==> src/rtl/chrono_pkg.sv <==
package chrono_pkg;

  typedef enum logic [3:0] {
    OP_TB_OFF   = 4'h0,
    OP_TB_ON    = 4'h1,
    OP_WD_OFF   = 4'h2,
    OP_WD_ON    = 4'h3,
    OP_TB_CLR   = 4'h4,
    OP_WD_CLR   = 4'h5,
    OP_IRQ_OFF  = 4'h6,
    OP_IRQ_ON   = 4'h7,
    OP_RATE     = 4'h8,
    OP_TONE_OFF = 4'h9,
    OP_TONE_HI  = 4'hA,
    OP_TONE_LO  = 4'hB
  } op_e;

  typedef struct packed {
    logic tb_en;
    logic wd_en;
    logic irq_en;
    logic tone_en;
    logic tone_hi;
  } ctl_t;

endpackage

==> src/rtl/chrono_ctrl.sv <==
module chrono_ctrl
  import chrono_pkg::*;
#(
  parameter int RATE_W = 3,
  parameter int DEFAULT_RATE = 7
) (
  input  logic              clk,
  input  logic              rst_n,
  input  logic              cmd_stb,
  input  logic [3:0]        cmd_op,
  input  logic [RATE_W-1:0] cmd_rate,
  output ctl_t              ctl,
  output logic [RATE_W-1:0] rate_sel,
  output logic              chain_clr,
  output logic              wd_clr,
  output logic              irq_drop
);

  op_e op;
  assign op = op_e'(cmd_op);

  // One-cycle strobes consumed by neighbouring stages
  assign chain_clr = cmd_stb && (op == OP_TB_CLR);
  assign wd_clr    = cmd_stb && (op == OP_WD_CLR);
  assign irq_drop  = cmd_stb && (op == OP_IRQ_OFF);

  always_ff @(posedge clk or negedge rst_n) begin
    if (!rst_n) begin
      ctl      <= '0;
      rate_sel <= RATE_W'(DEFAULT_RATE);
    end else if (cmd_stb) begin
      case (op)
        OP_TB_OFF:   ctl.tb_en   <= 1'b0;
        OP_TB_ON:    ctl.tb_en   <= 1'b1;
        OP_WD_OFF:   ctl.wd_en   <= 1'b0;
        OP_WD_ON:    ctl.wd_en   <= 1'b1;
        OP_IRQ_OFF:  ctl.irq_en  <= 1'b0;
        OP_IRQ_ON:   ctl.irq_en  <= 1'b1;
        OP_RATE:     rate_sel    <= cmd_rate;
        OP_TONE_OFF: ctl.tone_en <= 1'b0;
        OP_TONE_HI: begin
          ctl.tone_en <= 1'b1;
          ctl.tone_hi <= 1'b1;
        end
        OP_TONE_LO: begin
          ctl.tone_en <= 1'b1;
          ctl.tone_hi <= 1'b0;
        end
        default: ;
      endcase
    end
  end

  // without a strobe the control state is frozen
  assert_no_strobe_R11: assert property (@(posedge clk) disable iff (!rst_n)
    !cmd_stb |=> ($stable(ctl) && $stable(rate_sel)))
    else $error("control changed without strobe");

endmodule

==> src/rtl/chrono_chain.sv <==
module chrono_chain #(
  parameter int PRE_W   = 8,
  parameter int STAGE_W = 7,
  parameter int RATE_W  = 3
) (
  input  logic              clk,
  input  logic              rst_n,
  input  logic              tick,
  input  logic              clr,
  input  logic [RATE_W-1:0] rate,
  output logic              wave,
  output logic              period_end
);

  localparam int CHAIN_W = PRE_W + STAGE_W;
  localparam logic [CHAIN_W-1:0] ONE = CHAIN_W'(1);

  logic [CHAIN_W-1:0] chain;
  logic               pre_wrap;

  // Bit of the chain that forms the square wave for rate code r
  function automatic logic wave_bit(input logic [CHAIN_W-1:0] c,
                                    input logic [RATE_W-1:0]  r);
    return c[CHAIN_W - 1 - int'(r)];
  endfunction

  // True when every bit up to and including the wave bit is set
  function automatic logic span_full(input logic [CHAIN_W-1:0] c,
                                     input logic [RATE_W-1:0]  r);
    logic [CHAIN_W-1:0] m;
    m = (ONE << (CHAIN_W - int'(r))) - ONE;
    return (c & m) == m;
  endfunction

  always_ff @(posedge clk or negedge rst_n) begin
    if (!rst_n)       chain <= '0;
    else if (clr)     chain <= '0;
    else if (tick)    chain <= chain + ONE;
  end

  assign pre_wrap   = tick && (&chain[PRE_W-1:0]);
  assign wave       = wave_bit(chain, rate);
  assign period_end = tick && span_full(chain, rate);

  // the shared prescaler byte wraps to zero after its carry
  assert_prescale_wrap_R2: assert property (@(posedge clk) disable iff (!rst_n)
    (pre_wrap && !clr) |=> (chain[PRE_W-1:0] == '0))
    else $error("prescaler did not wrap");

  // a clear restarts the wave low
  assert_clear_restart_R4: assert property (@(posedge clk) disable iff (!rst_n)
    clr |=> !wave)
    else $error("wave high after clear");

  // a period boundary drops the wave unless the rate moved
  assert_period_drop_R2: assert property (@(posedge clk) disable iff (!rst_n)
    (period_end && !clr) |=> (!wave || (rate != $past(rate))))
    else $error("wave high after period end");

endmodule

==> src/rtl/chrono_wdog.sv <==
module chrono_wdog #(
  parameter int WD_PERIODS = 4,
  localparam int WD_W = $clog2(WD_PERIODS)
) (
  input  logic clk,
  input  logic rst_n,
  input  logic en,
  input  logic period_end,
  input  logic clr,
  output logic flag
);

  localparam logic [WD_W-1:0] LAST = WD_W'(WD_PERIODS - 1);

  logic [WD_W-1:0] cnt;
  logic            expire;

  assign expire = en && period_end && (cnt == LAST);

  always_ff @(posedge clk or negedge rst_n) begin
    if (!rst_n) begin
      cnt  <= '0;
      flag <= 1'b0;
    end else if (clr) begin
      cnt  <= '0;
      flag <= 1'b0;
    end else if (!en) begin
      cnt  <= '0;
    end else if (period_end) begin
      if (expire) begin
        cnt  <= '0;
        flag <= 1'b1;
      end else begin
        cnt  <= cnt + WD_W'(1);
      end
    end
  end

  // the flag stays until a clear
  assert_flag_hold_R6: assert property (@(posedge clk) disable iff (!rst_n)
    (flag && !clr) |=> flag)
    else $error("watchdog flag dropped on its own");

  // the flag only rises on an enabled period boundary
  assert_flag_cause_R5: assert property (@(posedge clk) disable iff (!rst_n)
    $rose(flag) |-> $past(en && period_end))
    else $error("watchdog flag rose without a boundary");

endmodule

==> src/rtl/chrono_tone.sv <==
module chrono_tone #(
  parameter int TONE_W = 4
) (
  input  logic clk,
  input  logic rst_n,
  input  logic tick,
  input  logic on,
  input  logic hi,
  output logic tone_p,
  output logic tone_n
);

  localparam int HI_BIT = TONE_W - 2;
  localparam int LO_BIT = TONE_W - 1;

  logic [TONE_W-1:0] cnt;
  logic              phase;

  always_ff @(posedge clk or negedge rst_n) begin
    if (!rst_n)      cnt <= '0;
    else if (!on)    cnt <= '0;
    else if (tick)   cnt <= cnt + TONE_W'(1);
  end

  assign phase  = hi ? cnt[HI_BIT] : cnt[LO_BIT];
  assign tone_p = on & phase;
  assign tone_n = on & ~phase;

  // the tone counter only moves on a tick
  assert_tone_step_R9: assert property (@(posedge clk) disable iff (!rst_n)
    (on && !tick) |=> ($stable(cnt) || !on))
    else $error("tone counter moved without tick");

endmodule

==> src/rtl/chrono_wdt_tone.sv <==
module chrono_wdt_tone
  import chrono_pkg::*;
#(
  parameter int PRE_W      = 8,
  parameter int STAGE_W    = 7,
  parameter int WD_PERIODS = 4,
  parameter int TONE_W     = 4,
  localparam int RATE_W    = $clog2(STAGE_W + 1)
) (
  input  logic              clk,
  input  logic              rst_n,
  input  logic              sys_tick,
  input  logic              cmd_stb,
  input  logic [3:0]        cmd_op,
  input  logic [RATE_W-1:0] cmd_rate,
  output logic              irq_n,
  output logic              tone_p,
  output logic              tone_n
);

  ctl_t              ctl;
  logic [RATE_W-1:0] rate_sel;
  logic              chain_clr;
  logic              wd_clr;
  logic              irq_drop;
  logic              tb_wave;
  logic              period_end;
  logic              wd_flag;

  chrono_ctrl #(
    .RATE_W      (RATE_W),
    .DEFAULT_RATE(STAGE_W)
  ) u_ctrl (
    .clk      (clk),
    .rst_n    (rst_n),
    .cmd_stb  (cmd_stb),
    .cmd_op   (cmd_op),
    .cmd_rate (cmd_rate),
    .ctl      (ctl),
    .rate_sel (rate_sel),
    .chain_clr(chain_clr),
    .wd_clr   (wd_clr),
    .irq_drop (irq_drop)
  );

  chrono_chain #(
    .PRE_W  (PRE_W),
    .STAGE_W(STAGE_W),
    .RATE_W (RATE_W)
  ) u_chain (
    .clk       (clk),
    .rst_n     (rst_n),
    .tick      (sys_tick),
    .clr       (chain_clr),
    .rate      (rate_sel),
    .wave      (tb_wave),
    .period_end(period_end)
  );

  chrono_wdog #(
    .WD_PERIODS(WD_PERIODS)
  ) u_wdog (
    .clk       (clk),
    .rst_n     (rst_n),
    .en        (ctl.wd_en),
    .period_end(period_end),
    .clr       (wd_clr | irq_drop),
    .flag      (wd_flag)
  );

  chrono_tone #(
    .TONE_W(TONE_W)
  ) u_tone (
    .clk   (clk),
    .rst_n (rst_n),
    .tick  (sys_tick),
    .on    (ctl.tone_en),
    .hi    (ctl.tone_hi),
    .tone_p(tone_p),
    .tone_n(tone_n)
  );

  assign irq_n = ~(ctl.irq_en & ((ctl.tb_en & tb_wave) | wd_flag));

  // disabling IRQ releases the line on the next cycle
  assert_irq_release_R7: assert property (@(posedge clk) disable iff (!rst_n)
    (cmd_stb && (cmd_op == 4'(OP_IRQ_OFF))) |=> irq_n)
    else $error("irq_n low after IRQ disable");

  // the buzzer pair is complementary while the tone is on
  assert_tone_pair_R9: assert property (@(posedge clk) disable iff (!rst_n)
    ctl.tone_en |-> (tone_p != tone_n))
    else $error("tone pair not complementary");

  // both buzzer lines rest low when the tone is off
  assert_tone_quiet_R10: assert property (@(posedge clk) disable iff (!rst_n)
    !ctl.tone_en |-> (!tone_p && !tone_n))
    else $error("tone output active while off");

endmodule

==> config.mk <==
export PLATFORM = sky130hd
export DESIGN_NAME = chrono_wdt_tone
export DESIGN_NICKNAME = d
export VERILOG_FILES = /design/src/rtl/chrono_pkg.sv /design/src/rtl/chrono_ctrl.sv /design/src/rtl/chrono_chain.sv /design/src/rtl/chrono_wdog.sv /design/src/rtl/chrono_tone.sv /design/src/rtl/chrono_wdt_tone.sv
export SDC_FILE = /design/constraint.sdc
export NUM_CORES = 1
export LEC_CHECK = 0
export BUFFER_PORTS_ARGS = -buffer_cell sky130_fd_sc_hd__buf_2
export CAP_MARGIN = 20
export CORE_ASPECT_RATIO = 1.5
export CORE_UTILIZATION = 30
export CTS_CLUSTER_DIAMETER = 80
export DETAILED_ROUTE_END_ITERATION = 8
export PLACE_DENSITY_LB_ADDON = 0.05
export REMOVE_ABC_BUFFERS = 1
export SLEW_MARGIN = 20
export SYNTH_ARGS = -nofsm -noshare
export SYNTH_HDL_FRONTEND = slang
export SYNTH_SLANG_ARGS = --single-unit
export TNS_END_PERCENT = 50
==> constraint.sdc <==
create_clock -name clk -period 2.7 [get_ports clk]
set_input_delay 0.135 -clock clk [delete_from_list [all_inputs] [get_ports clk]]
set_output_delay 0.135 -clock clk [all_outputs]
set_load 0.005 [all_outputs]
-- Word level (Yosys, flattened, before mapping)
Index checks and enable logic that the tools add are counted.
- input bits: 11
- bits in registers: 30
- logic and storage cells: 87
- output and inout bits: 3
- eq/ne operators: 15
- multiplexer cells: 21
- add/sub/neg operators: 6
- reduce and logical (&&, ||, !) cells: 24
- bitwise gates (word level): 9
- $lt $le $gt $ge: 1
- shifts and indexed selects: 1
- operators with widths (kind ; number):
    < comparator 32 x 6 -> 1 bit, second input constant ; 1
    left shift 1 x 32 -> 15 bit, first input constant ; 1
    2-to-1 mux 15 bit ; 2
    nonzero test 2 bit ; 9
    equality test 4 x 3 -> 1 bit, second input constant ; 4
    equality test 4 bit, second input constant ; 4
    adder 15 x 1 -> 15 bit, second input constant ; 1
    bitwise AND 15 bit ; 1
    equality test 15 bit ; 1
    subtractor 15 x 1 -> 15 bit, second input constant ; 1
    AND reduction 2 bit ; 6
    one-hot mux 1 bit (2 select lines) ; 5
    subtractor 4 x 3 -> 5 bit, first input constant ; 2
    equality test 4 x 2 -> 1 bit, second input constant ; 2
    2-to-1 mux 2 bit ; 4
    2-to-1 mux 4 bit ; 2
    2-to-1 mux 1 bit ; 7
    logical AND 1 bit ; 6
    adder 4 x 1 -> 4 bit, second input constant ; 1
    bitwise AND 1 bit ; 4
    binary-select mux 1 bit (select 4 bit) ; 1
    equality test 4 x 1 -> 1 bit, second input constant ; 1
    zero test 4 bit ; 1
    inequality test 3 x 1 -> 1 bit, second input constant ; 1
    7 further kinds ; 9

-- Depth between registers and ports, before layout
Gate-level depths: netlist (run 1).
- word-level depth: 12
- depth in mapped cells: 8
- mapped depth without buffers: 7

-- Cells and area by module
A second synthesis (run 1) with hierarchy kept.
- cell total of the unflattened synthesis: 168
- area total of the unflattened synthesis: 1710.4 um^2
- by module, submodules not included (module ; sequential area each (um^2) ; area an instance (um^2) ; times used ; cells each):
    chrono_chain ; 375.4 ; 965.9 ; 1 ; 103
    chrono_ctrl ; 203.9 ; 385.4 ; 1 ; 31
    chrono_tone ; 100.1 ; 211.5 ; 1 ; 20
    chrono_wdog ; 75.1 ; 130.1 ; 1 ; 11
    chrono_wdt_tone ; 0.0 ; 17.5 ; 1 ; 3

-- Worst setup path after synthesis (run 1)
Ideal clock, no wire load.
- kind: reg2reg
- from: reg u_ctrl.rate_sel[1]
- to: reg u_wdog.cnt[1]
- period minus slack after synthesis: 2216 ps
- path slack: 484 ps
- arrival time: 2098 ps
- setup time: 119 ps
- path buffers: 1
- cell stages (with the launch flop): 9
- required time: 2581 ps
- cell sequence: dfstp_2 -> buf_2 -> inv_1 -> ha_1 -> or4_1 -> a31o_2 -> o2111ai_2 -> mux2i_1 -> nor2_1
- cells in the longest elaborated chain, start to end: 12
- elaborated cells between the ends (all ways): 13
- classes of those cells: add/sub: 2; eq/ne: 2; shift: 1; mux: 4; bitwise: 1; reduce/logical: 3
- ends and longest elaborated chain (element ; line ; RTL):
    start, declared ; chrono_ctrl.sv:13 ; output logic [RATE_W-1:0] rate_sel,
    start signal, assigned ; chrono_ctrl.sv:30 ; rate_sel <= RATE_W'(DEFAULT_RATE);
    start signal, assigned ; chrono_ctrl.sv:39 ; OP_RATE: rate_sel <= cmd_rate;
    subtractor 4 x 3 -> 5 bit * ; chrono_chain.sv:31 ; m = (ONE << (CHAIN_W - int'(r))) - ONE;
    left shift 1 x 32 -> 15 bit * ; chrono_chain.sv:31 ;
    subtractor 15 x 1 -> 15 bit * ; chrono_chain.sv:31 ;
    bitwise AND 15 bit ; chrono_chain.sv:32 ; return (c & m) == m;
    equality test 15 bit * ; chrono_chain.sv:32 ;
    logical AND 1 bit * ; chrono_chain.sv:43 ; assign period_end = tick && span_full(chain, rate);
    logical AND 1 bit (2 in a row) ; chrono_wdog.sv:18 ; assign expire = en && period_end && (cnt == LAST);
    2-to-1 mux 2 bit ; chrono_wdog.sv:30 ; if (expire) begin
    2-to-1 mux 2 bit ; chrono_wdog.sv:29 ; end else if (period_end) begin
    2-to-1 mux 2 bit ; chrono_wdog.sv:27 ; end else if (!en) begin
    2-to-1 mux 2 bit ; chrono_wdog.sv:24 ; end else if (clr) begin
    end signal, assigned ; chrono_wdog.sv:34 ; cnt <= cnt + WD_W'(1);
    end, declared ; chrono_wdog.sv:15 ; logic [WD_W-1:0] cnt;
Mark *: on every way between the ends. The rest lies on a longest branch, timed or not. The select of a mux whose other input is x is not followed.
A chain may end at the register's enable or synchronous reset.

-- Final worst setup path (run 1)
- from: reg u_ctrl.rate_sel[1]
- to: out irq_n
- cells in the longest elaborated chain, start to end: 8
- ends and longest elaborated chain (element ; line ; RTL):
    subtractor 4 x 3 -> 5 bit ; chrono_chain.sv:24 ; return c[CHAIN_W - 1 - int'(r)];
    binary-select mux 1 bit (select 4 bit) ; chrono_chain.sv:24 ;
    2-to-1 mux 1 bit (not written as such) (2 in a row) ; chrono_chain.sv:24 ;
    bitwise AND 1 bit ; chrono_wdt_tone.sv:83 ; assign irq_n = ~(ctl.irq_en & ((ctl.tb_en & tb_wave) | wd_flag));
    OR 1 bit ; chrono_wdt_tone.sv:83 ;
    bitwise AND 1 bit ; chrono_wdt_tone.sv:83 ;
    NOT 1 bit ; chrono_wdt_tone.sv:83 ;
    end, declared ; chrono_wdt_tone.sv:16 ; output logic irq_n,
No other way between the ends. The select of a mux whose other input is x is not followed.

==> results_dict.tcl, run 1 <==
set metrics [dict create \
    fin_skew_ns 0.0117 \
    die_area_um2 6180 \
    synth_edf_count 0 \
    ys_seq_elements 30 \
    critPathTopFamily "flip-flops" \
    cts_tree "built" \
    gr-total-overflow 0 \
    grt_pass1_vias 1388 \
    switching_share_pct 32.3 \
    core-area_um2 5570 \
    path_buf_inv 1 \
    fmax_mhz 408 \
    ys.warnings.count 0 \
    worst_pin_slew_ns 0.701 \
    finalNonFillerCells 266 \
    worstSkewPairLatency_ns 0.28 \
    rsz0062_at_grt "false" \
    intPower_uw 897 \
    synth-simple-area-share_pct 20.9 \
    crit_slowest_cell "dfstp_2" \
    grtUsageTotal_pct 13.5 \
    drt_iter0_drc 56 \
    power_frac_comb_pct 23.1 \
    p_leak_nw 0.884 \
    setup-violations-final 0 \
    synthToLayoutAreaGrowth_pct 12.6 \
    crit_arrival_ns 2.31 \
    place_congestion 0.713 \
    viasPerCell 4.98 \
    detail_route.first_pass.iterations 4 \
    critPathMaxStageDelay_ns 0.68 \
    finalSetupTns_ns 0 \
    die_x_um 64.5 \
    critical_path_class "flop to primary output" \
    drv_slew 0 \
    path_clk_slew_ns 0.07 \
    clk_path_buf_depth 2 \
    post-place-cells 257 \
    status "finished clean" \
    nets 214 \
    synth-compound-area-share_pct 9.39 \
    antenna_found_initial 0 \
    route.detailed.drc 0 \
    synth_xor_area_share_pct 8.46 \
    cts-htree-levels 2 \
    die_y_um 95.8 \
    drive_gt1_share_pct 17.9 \
    rows 33 \
    avgRoutedWirePerCell_um 13.6 \
    fin_crit_ns 2.45 \
    regArea_um2 754 \
    netlist_instances 180 \
    grt_max_degree 31 \
    cts_root_buffer "clkbuf_8" \
    numClockSinks 30 \
    critPathRequiredTime_ns 2.57 \
    cp-end-kind "primary output" \
    syn-cell-area_um2 1760 \
    final.period_utilization_pct 90.7 \
    ys.flop_type "dfrtp_1" \
    grt_pass1_wl_mm 6.35 \
    cts_setup_buffers 0 \
    power_frac_seq_pct 48.5 \
    ios 14 \
    start_util_pct 31.6 \
    io_buffers 13 \
    cp-start-kind "flop" \
    synth_mux_area_share_pct 9.10 \
    path_cells "ha_1 -> xnor2_1 -> mux2_2 -> o31ai_1 -> a211oi_1 -> o21ai_0 -> buf_2" \
    clkPwrFrac_pct 28.3 \
    seq_area_frac_synth_pct 42.9 \
    p_per_area_nw_per_um2 669 \
    postRouteAntennaNets 0 \
    hold_viol_final 0 \
    avgSynthCellArea_um2 9.77 \
    vdd_drop_max_v 0.000303 \
    vias 1324 \
    async_reset_ff_share_pct 100 \
    switching_power_uw 427 \
    hold_class "input port to flop" \
    netlist-cell-type-count 37 \
    max_slew_margin_pct 53.2 \
    synth-adder-area-share_pct 5.69 \
    drv_cap 0 \
    post-dp-hpwl_mm 2.60 \
    path_max_fanout 13 \
    synth_top_family_by_area "simple AND/OR/NAND/NOR gates" \
    multi_input_area_um2 942 \
    num_antenna_cells 0 \
    fillers 586 \
    numCtsBuffers 5 \
    routed_wl_mm 3.62 \
]
-- state kept, by name, summed over array words and instances, names as in the netlist --
signal,count
u_ctrl.rate_sel,3
u_wdog.cnt,2
u_wdog.flag,1
u_tone.cnt,4
u_ctrl.ctl,5
u_chain.chain,15
-- final timing paths --
check | startpoint | to | slack, ns | cells after the start
setup / recovery | u_ctrl.rate_sel[1] | irq_n | 0.25 | 7
hold / removal | cmd_rate[0] | u_ctrl.rate_sel[0] | 0.09 | 2
setup reg to reg | u_ctrl.rate_sel[1] | u_wdog.cnt[1] | 0.35 | 7
hold reg to reg | u_wdog.flag | u_wdog.flag | 0.49 | 2
max in group asynchronous | rst_n | u_chain.chain[2] | 1.81 | 2
min in group asynchronous | rst_n | u_wdog.cnt[1] | 0.43 | 2
-- placed cells by master (no fill, tap or decap), drive strengths merged, types with 2 or more instances in the layout --
master / n
a211oi: 2
a21oi: 7
and2: 4
and3: 3
and4: 2
buf: 14
clkbuf: 6
dfrtp: 27
dfstp: 3
ha: 8
inv: 5
mux2: 8
mux2i: 7
nand2: 18
nand3: 8
nand4: 6
nor2: 18
nor2b: 3
o2111ai: 2
o21ai: 9
o31ai: 2
or3: 4
xnor2: 7
xor2: 10
-- kinds of logic (layout without fill, tap and decap cells) --
kind of cell	after synthesis	count (layout)
muxes	15	15
and+or+nand+nor	72	72
adders and majority gates	8	8
buffers and inverters	12	28
DFF	30	30
AOI/OAI and AO/OA	26	26
xor gates and xnor gates	17	17
-- repair_timing --
item | CTS | global route
hold endpoints to repair | 27 | 0
hold buffers | 1 | 0
gates resized for setup | 0 | 0
-- metal layers --
metal	global-route usage [%]	part of all wire, %	vias to the layer above
li1	-	-	660
met1	15.3	45	641
met2	24.1	51	18
met3	2.84	2.5	5
met4	6.11	1.9	0
met5	0	0	-
-- final cells by class --
type / count / area share (%)
sequential: 30 / 38.1
timing repair buffer: 15 / 4.17
inverter: 5 / 0.948
multi-input combinational: 138 / 47.6
clock inverter: 2 / 0.632
clock buffer: 6 / 4.17
tap: 70 / 4.42
-- stage by stage --
stage               cell area, um^2  setup WS [ns]  hold WS, ns  utilization [%]  power, mW
finish                         1980          0.252       0.0927             35.5       1.32
global route                   1980         0.0860       0.0848             35.5       1.43
CTS                            1980          0.190       0.0794             35.5       1.35
detailed placement             1880          0.349        0.230             33.6      0.956
global placement               1880          0.455        0.220             33.6      0.942
floorplan                      1720          0.567       -0.161                -      0.854
-- cell usage after synthesis (4+ instances only) --
master	number	area (um^2)
dfrtp_1	27	676
inv_1	5	18.8
mux2i_1	7	70.1
xor2_1	10	87.6
nor2_1	18	67.6
nand2_1	18	67.6
or3_1	4	25.0
ha_1	8	100
nand3_1	8	40.0
o21ai_0	9	45.0
xnor2_1	7	61.3
nand4_1	6	37.5
a21oi_1	7	35.0
and2_1	4	25.0
mux2_2	8	90.1
-- power groups by stage --
stage	sequential, mW	combinational (mW)	clock (mW)
after floorplan	0.621	0.233	0
after global placement	0.647	0.295	0
after detailed placement	0.649	0.307	0
after CTS	0.643	0.310	0.395
after global routing	0.660	0.355	0.411
final	0.643	0.306	0.375
Note: power is estimated with default switching activity, not from simulation.
==> run 2, diff against run 1 <==
BUFFER_PORTS_ARGS = -buffer_cell sky130_fd_sc_hd__clkbuf_2   (was -buffer_cell sky130_fd_sc_hd__buf_2)
SYNTH_HIERARCHICAL = 1   (was default)
==> run 2 against run 1 <==
  * Combinational power down 6%
  * Largest cell class unchanged
  * Die area down 2.7%
  * Setup slack worse by 0.040 ns
  * Register-to-register slack better by 0.31 ns
==> results_dict.tcl, run 2 <==
set metrics [dict create \
    worstSkewPairLatency_ns 0.28 \
    io_buffers 13 \
    r2r_slack_ns 0.66 \
    drv_slew 0 \
    critical_path_class "flop to primary output" \
    cp-start-kind "flop" \
    cts-htree-levels 2 \
    fmax_mhz 402 \
    synth.top_cells.by_count "27 x dfrtp_1, 22 x nor2_1, 15 x nand2_1" \
    syn-cell-area_um2 1710 \
    antenna_found_initial 0 \
    cts_setup_buffers 0 \
    rows 33 \
    critPathMaxStageDelay_ns 0.59 \
    synth.area.top_cells "dfrtp_1 40%, nor2_1 4.8%, dfstp_2 4.6%" \
    synth_edf_count 0 \
    drv_cap 0 \
    numClockSinks 30 \
    final.period_utilization_pct 92.1 \
    hold_class "input port to flop" \
    gr-total-overflow 0 \
    setup-violations-final 0 \
    path_cells "inv_1 -> ha_1 -> mux4_2 -> nor2_1 -> a31oi_1 -> a21o_1 -> nand2_1 -> clkbuf_2" \
    die_x_um 63.7 \
    netlist-cell-type-count 43 \
    place_congestion 0.700 \
    p_leak_nw 0.896 \
    cp-end-kind "primary output" \
    post-place-cells 248 \
    worst_pin_slew_ns 0.781 \
    r2r-end "u_wdog/cnt[1]" \
    core-area_um2 5490 \
    die_area_um2 6010 \
    finalNonFillerCells 257 \
    largest_register_ff_count 15 \
    drive_gt1_share_pct 20.9 \
    cts_root_buffer "clkbuf_8" \
    detail_route.first_pass.iterations 4 \
    start_util_pct 31.1 \
    nets 203 \
    vias 1275 \
    critPathRequiredTime_ns 2.57 \
    rsz0062_at_grt "false" \
    grt_pass1_wl_mm 6.24 \
    status "finished clean" \
    critPathTopFamily "flip-flops" \
    route.detailed.drc 0 \
    synth_top_area_cell "dfrtp_1" \
    routed_wl_mm 3.59 \
    viasPerCell 4.96 \
    rr_worst_depth 6 \
    final_cell_mix "27 x dfrtp_1, 22 x nor2_1, 15 x nand2_1, 13 x clkbuf_2, 9 x xnor2_1" \
    hold_viol_final 0 \
    hold_path_end "u_ctrl/rate_sel[0]" \
    vdd_drop_max_v 0.000438 \
    ys.warnings.count 6 \
    post-dp-hpwl_mm 2.58 \
    crit_arrival_ns 2.35 \
    ys_seq_elements 30 \
    num_antenna_cells 0 \
    postRouteAntennaNets 0 \
    netlist_instances 168 \
    synthToLayoutAreaGrowth_pct 16.8 \
    fillers 573 \
    cts_tree "built" \
    crit_slowest_cell "dfstp_2" \
    numCtsBuffers 5 \
    fin_skew_ns 0.00574 \
    p_per_area_nw_per_um2 751 \
    drt_iter0_drc 34 \
    die_y_um 94.5 \
    clk_path_buf_depth 2 \
    path_clk_slew_ns 0.07 \
    reg.largest.list "u_chain/chain x15, u_ctrl/ctl x5, u_tone/cnt x4" \
    grtUsageTotal_pct 13.8 \
    synth.most_common_cell "dfrtp_1" \
    seq_area_frac_synth_pct 44.1 \
    ys.flop_type "dfrtp_1" \
    avgRoutedWirePerCell_um 14.0 \
    yosysTopAreaCellShare_pct 39.5 \
    grt_pass1_vias 1295 \
    grt_max_degree 31 \
    path_buf_inv 2 \
    r2r_start "u_chain/chain[1]" \
    hold_depth 2 \
    fin_crit_ns 2.49 \
    final_core_util_pct 36.4 \
    path_max_fanout 7 \
    top_register "u_chain/chain" \
    avgSynthCellArea_um2 10.2 \
    max_slew_margin_pct 47.9 \
    async_reset_ff_share_pct 100 \
    hp-start "cmd_rate[0]" \
    final_common_cell "dfrtp_1" \
    ios 14 \
]
==> run 2: metal layers <==
| layer | global-route usage (%) | share of wire, % | up-vias |
|---|---|---|---|
| met3 | 2.90 | 3.5 | 7 |
| li1 | - | - | 628 |
| met5 | 0 | 0 | - |
| met2 | 24.6 | 51 | 27 |
| met1 | 15.4 | 43 | 613 |
| met4 | 6.63 | 2.6 | 0 |
==> run 2: worst max-delay path by stage <==
| stage | from | depth (start not counted) | slack [ns] | to |
|---|---|---|---|---|
| 2_1_floorplan | cmd_op[3] | 6 | -0.04 | u_chain/chain[14] |
| 3_5_place_dp | u_ctrl/rate_sel[1] | 8 | 0.51 | irq_n |
| 5_1_grt | u_ctrl/rate_sel[0] | 8 | 0.06 | irq_n |
| 4_1_cts | u_ctrl/rate_sel[1] | 8 | 0.19 | irq_n |
| 6_report | u_ctrl/rate_sel[1] | 8 | 0.21 | irq_n |
| 3_3_place_gp | u_ctrl/rate_sel[1] | 8 | 0.51 | irq_n |
==> run 2: repair_timing <==
action / 4_1_cts / 5_1_grt
hold buffers: 1 / 0
setup endpoints to repair: 0 / 0
resized for setup: 0 / 0
hold endpoints to repair: 27 / 0
==> run 2: logic make-up (layout without fill, tap and decap cells) <==
group                      count (synthesis)  count (layout)  share of synthesized area (%)
and+or+nand+nor                           74              74                           23.0
DFF                                       30              30                           44.1
AOI/OAI and AO/OA                         21              21                           8.49
muxes                                     16              16                           10.7
xor gates and xnor gates                  13              13                           6.66
buffers and inverters                      8              27                           2.63
adders and majority gates                  6               6                           4.39
==> run 2: where the power goes <==
part	switching, mW	total, mW	internal, mW	leakage (nW)
Combinational	0.143	0.287	0.145	0.437
Sequential	0.104	0.641	0.537	0.388
Clock	0.180	0.573	0.394	0.0714
==> run 2: worst reg2reg max path, cell delays in order, from the launching register on <==
cell,delay [ns]
dfrtp_1,0.44
ha_1,0.24
nand4_1,0.20
nor3_1,0.47
and3_1,0.33
mux2i_1,0.20
nor2_1,0.06
==> run 2: area by class of cell <==
class / count / area [um^2] / area share [%]
multi-input cells: 130 / 916 / 45.8
flip-flops and latches: 30 / 754 / 37.8
well taps: 70 / 87.6 / 4.38
clock buffers: 6 / 82.6 / 4.13
repair buffers: 15 / 82.6 / 4.13
clock inverters: 2 / 60.1 / 3.01
inverters: 4 / 15.0 / 0.751
==> run 2: per-stage QoR <==
| stage | setup slack [ns] | power, mW | instance area [um^2] | setup TNS [ns] | hold slack (ns) |
|---|---|---|---|---|---|
| 2_1_floorplan | -0.0362 | 0.840 | 1680 | -0.0362 | -0.161 |
| 3_3_place_gp | 0.513 | 0.932 | 1850 | 0 | 0.248 |
| 3_5_place_dp | 0.510 | 0.940 | 1850 | 0 | 0.260 |
| 4_1_cts | 0.193 | 1.53 | 2000 | 0 | 0.0784 |
| 5_1_grt | 0.0582 | 1.60 | 2000 | 0 | 0.0826 |
| 6_report | 0.212 | 1.50 | 2000 | 0 | 0.0888 |
==> run 3, diff against run 2 <==
==> constraint.sdc (replaced) <==
create_clock -name clk -period 2.7 [get_ports clk]
set_input_delay 0.54 -clock clk [delete_from_list [all_inputs] [get_ports clk]]
set_output_delay 0.54 -clock clk [all_outputs]
set_load 0.005 [all_outputs]
==> run 3 against run 2 <==
  * Clock power down 34%
  * Highest routed layer unchanged
  * Maximum frequency down 6.9%
  * Die area unchanged
  * Cell count grew 1.2%
  * Total power down 10%
  * Largest cell class unchanged
  * Critical path type unchanged
  * Wire length increased by 2.8%
  * Sequential power fell by 1%
==> results_dict.tcl, run 3 (synthesized netlist as in run 2, its figures left out) <==
set metrics [dict create \
    core-area_um2 5490 \
    start_util_pct 31.1 \
    worst_slack_ns 0.0267 \
    vdd_drop_max_v 0.000224 \
    crit_arrival_ns 2.13 \
    place_congestion 0.759 \
    met1_length_mm 1.54 \
    timing.hold.ws_ns 0.326 \
    worst_pin_slew_ns 0.777 \
    routed_wl_mm 3.69 \
    synthToLayoutAreaGrowth_pct 16.3 \
    final_cell_mix "27 x dfrtp_1, 22 x nor2_1, 15 x nand2_1, 13 x clkbuf_2" \
    fin_skew_ns 0.00653 \
    final.period_utilization_pct 99.0 \
    hold_class "input port to asynchronous set/reset pin" \
    fmax_mhz 374 \
    ios 14 \
    final_area_um2 1990 \
    die_y_um 94.5 \
    grtUsageTotal_pct 14.2 \
    max_slew_margin_pct 48.2 \
    drive_gt1_share_pct 24.2 \
    postRouteAntennaNets 0 \
    grt_pass1_vias 1335 \
    place_ws_ns 0.132 \
    fin_crit_ns 2.67 \
    status "finished clean" \
    largest_register_ff_count 15 \
    vias 1270 \
    final_common_cell "dfrtp_1" \
    antenna_found_initial 0 \
    cp-start-kind "flop" \
    rsz0062_at_grt "true" \
    gr-total-overflow 0 \
    numCtsBuffers 5 \
    route.detailed.drc 0 \
    dpl-instance-area_um2 1850 \
    final_core_util_pct 36.2 \
    reg.largest.list "u_chain/chain x15, u_ctrl/ctl x5, u_tone/cnt x4" \
    die_x_um 63.7 \
    cts-htree-levels 2 \
    wl_met3_um 99 \
    num_antenna_cells 0 \
    numClockSinks 30 \
    critPathRequiredTime_ns 2.16 \
    drt_iter0_drc 22 \
    avgRoutedWirePerCell_um 14.2 \
    hold_viol_final 0 \
    cts_root_buffer "clkbuf_8" \
    nets 206 \
    topRoutingLayerUsed "met4" \
    die_area_um2 6010 \
    viasPerCell 4.88 \
    path_clk_slew_ns 0.07 \
    worstSkewPairLatency_ns 0.29 \
    p_per_area_nw_per_um2 677 \
    cp-end-kind "primary output" \
    detail_route.first_pass.iterations 3 \
    total_power_mw 1.35 \
    top_register "u_chain/chain" \
    rows 33 \
    post-dp-hpwl_mm 2.61 \
    drv_cap 0 \
    cts_tree "built" \
    p_leak_nw 0.890 \
    io_buffers 13 \
    grt_pass1_wl_mm 6.40 \
    dr_wl_met2_mm 1.97 \
    critical_path_class "flop to primary output" \
    grt_max_degree 31 \
    setup-violations-final 0 \
    clk_path_buf_depth 2 \
    drv_slew 0 \
    path_max_fanout 4 \
]
-- run 3: timing repair --
action                     in CTS  in global routing
buffers inserted                3                  0
pin swaps                       2                  0
cloned                          0                  0
setup endpoints to repair       1                  1
gates resized for setup         4                  0
hold buffers                    0                  0
-- run 3: critical path: stages, from the launching register on --
cell and delay (ns):
dfstp_2 0.56, inv_2 0.06, ha_4 0.27, mux4_2 0.48, nor2_1 0.09, a31oi_1 0.05
a21o_1 0.17, nand2_1 0.06, clkbuf_2 0.10
-- run 3: final timing paths --
path / endpoint / slack [ns] / depth (start not counted) / start
max: irq_n / 0.03 / 8 / u_ctrl/rate_sel[1]
max reg2reg: u_wdog/cnt[1] / 0.67 / 6 / u_chain/chain[1]
min in group clk: u_ctrl/rate_sel[1] / 0.48 / 2 / cmd_rate[1]
min reg2reg: u_ctrl/ctl[2] / 0.51 / 1 / u_ctrl/ctl[2]
min: u_tone/cnt[0] / 0.33 / 1 / rst_n
max in group asynchronous: u_chain/chain[9] / 1.89 / 1 / rst_n
-- run 3: power by group --
group          internal, mW  switching [mW]
clock network         0.205           0.176
registers             0.536          0.0954
logic                 0.174           0.161
total                 0.915           0.432
-- run 3: final cells by class --
cell class	count	area, um^2
Inverter	4	15.0
Timing Repair Buffer	18	103
Clock buffer	7	86.3
Clock inverter	1	5.00
Fill cell	569	3500
Sequential cell	30	754
Tap cell	70	87.6
Multi-Input combinational cell	130	938
-- run 3: metal layers --
metal | vias up | global-route usage [%]
li1 | 630 | -
met4 | 0 | 6.82
met1 | 619 | 15.3
met3 | 6 | 2.90
met2 | 15 | 26.2
met5 | - | 0
-- run 3: stage by stage --
| stage | std cells | TNS (ns) |
|---|---|---|
| 2_1_floorplan | 164 | -1.87 |
| 3_3_place_gp | 249 | 0 |
| 3_5_place_dp | 249 | 0 |
| 4_1_cts | 260 | -0.00335 |
| 5_1_grt | 260 | -0.0753 |
| 6_report | 260 | 0 |
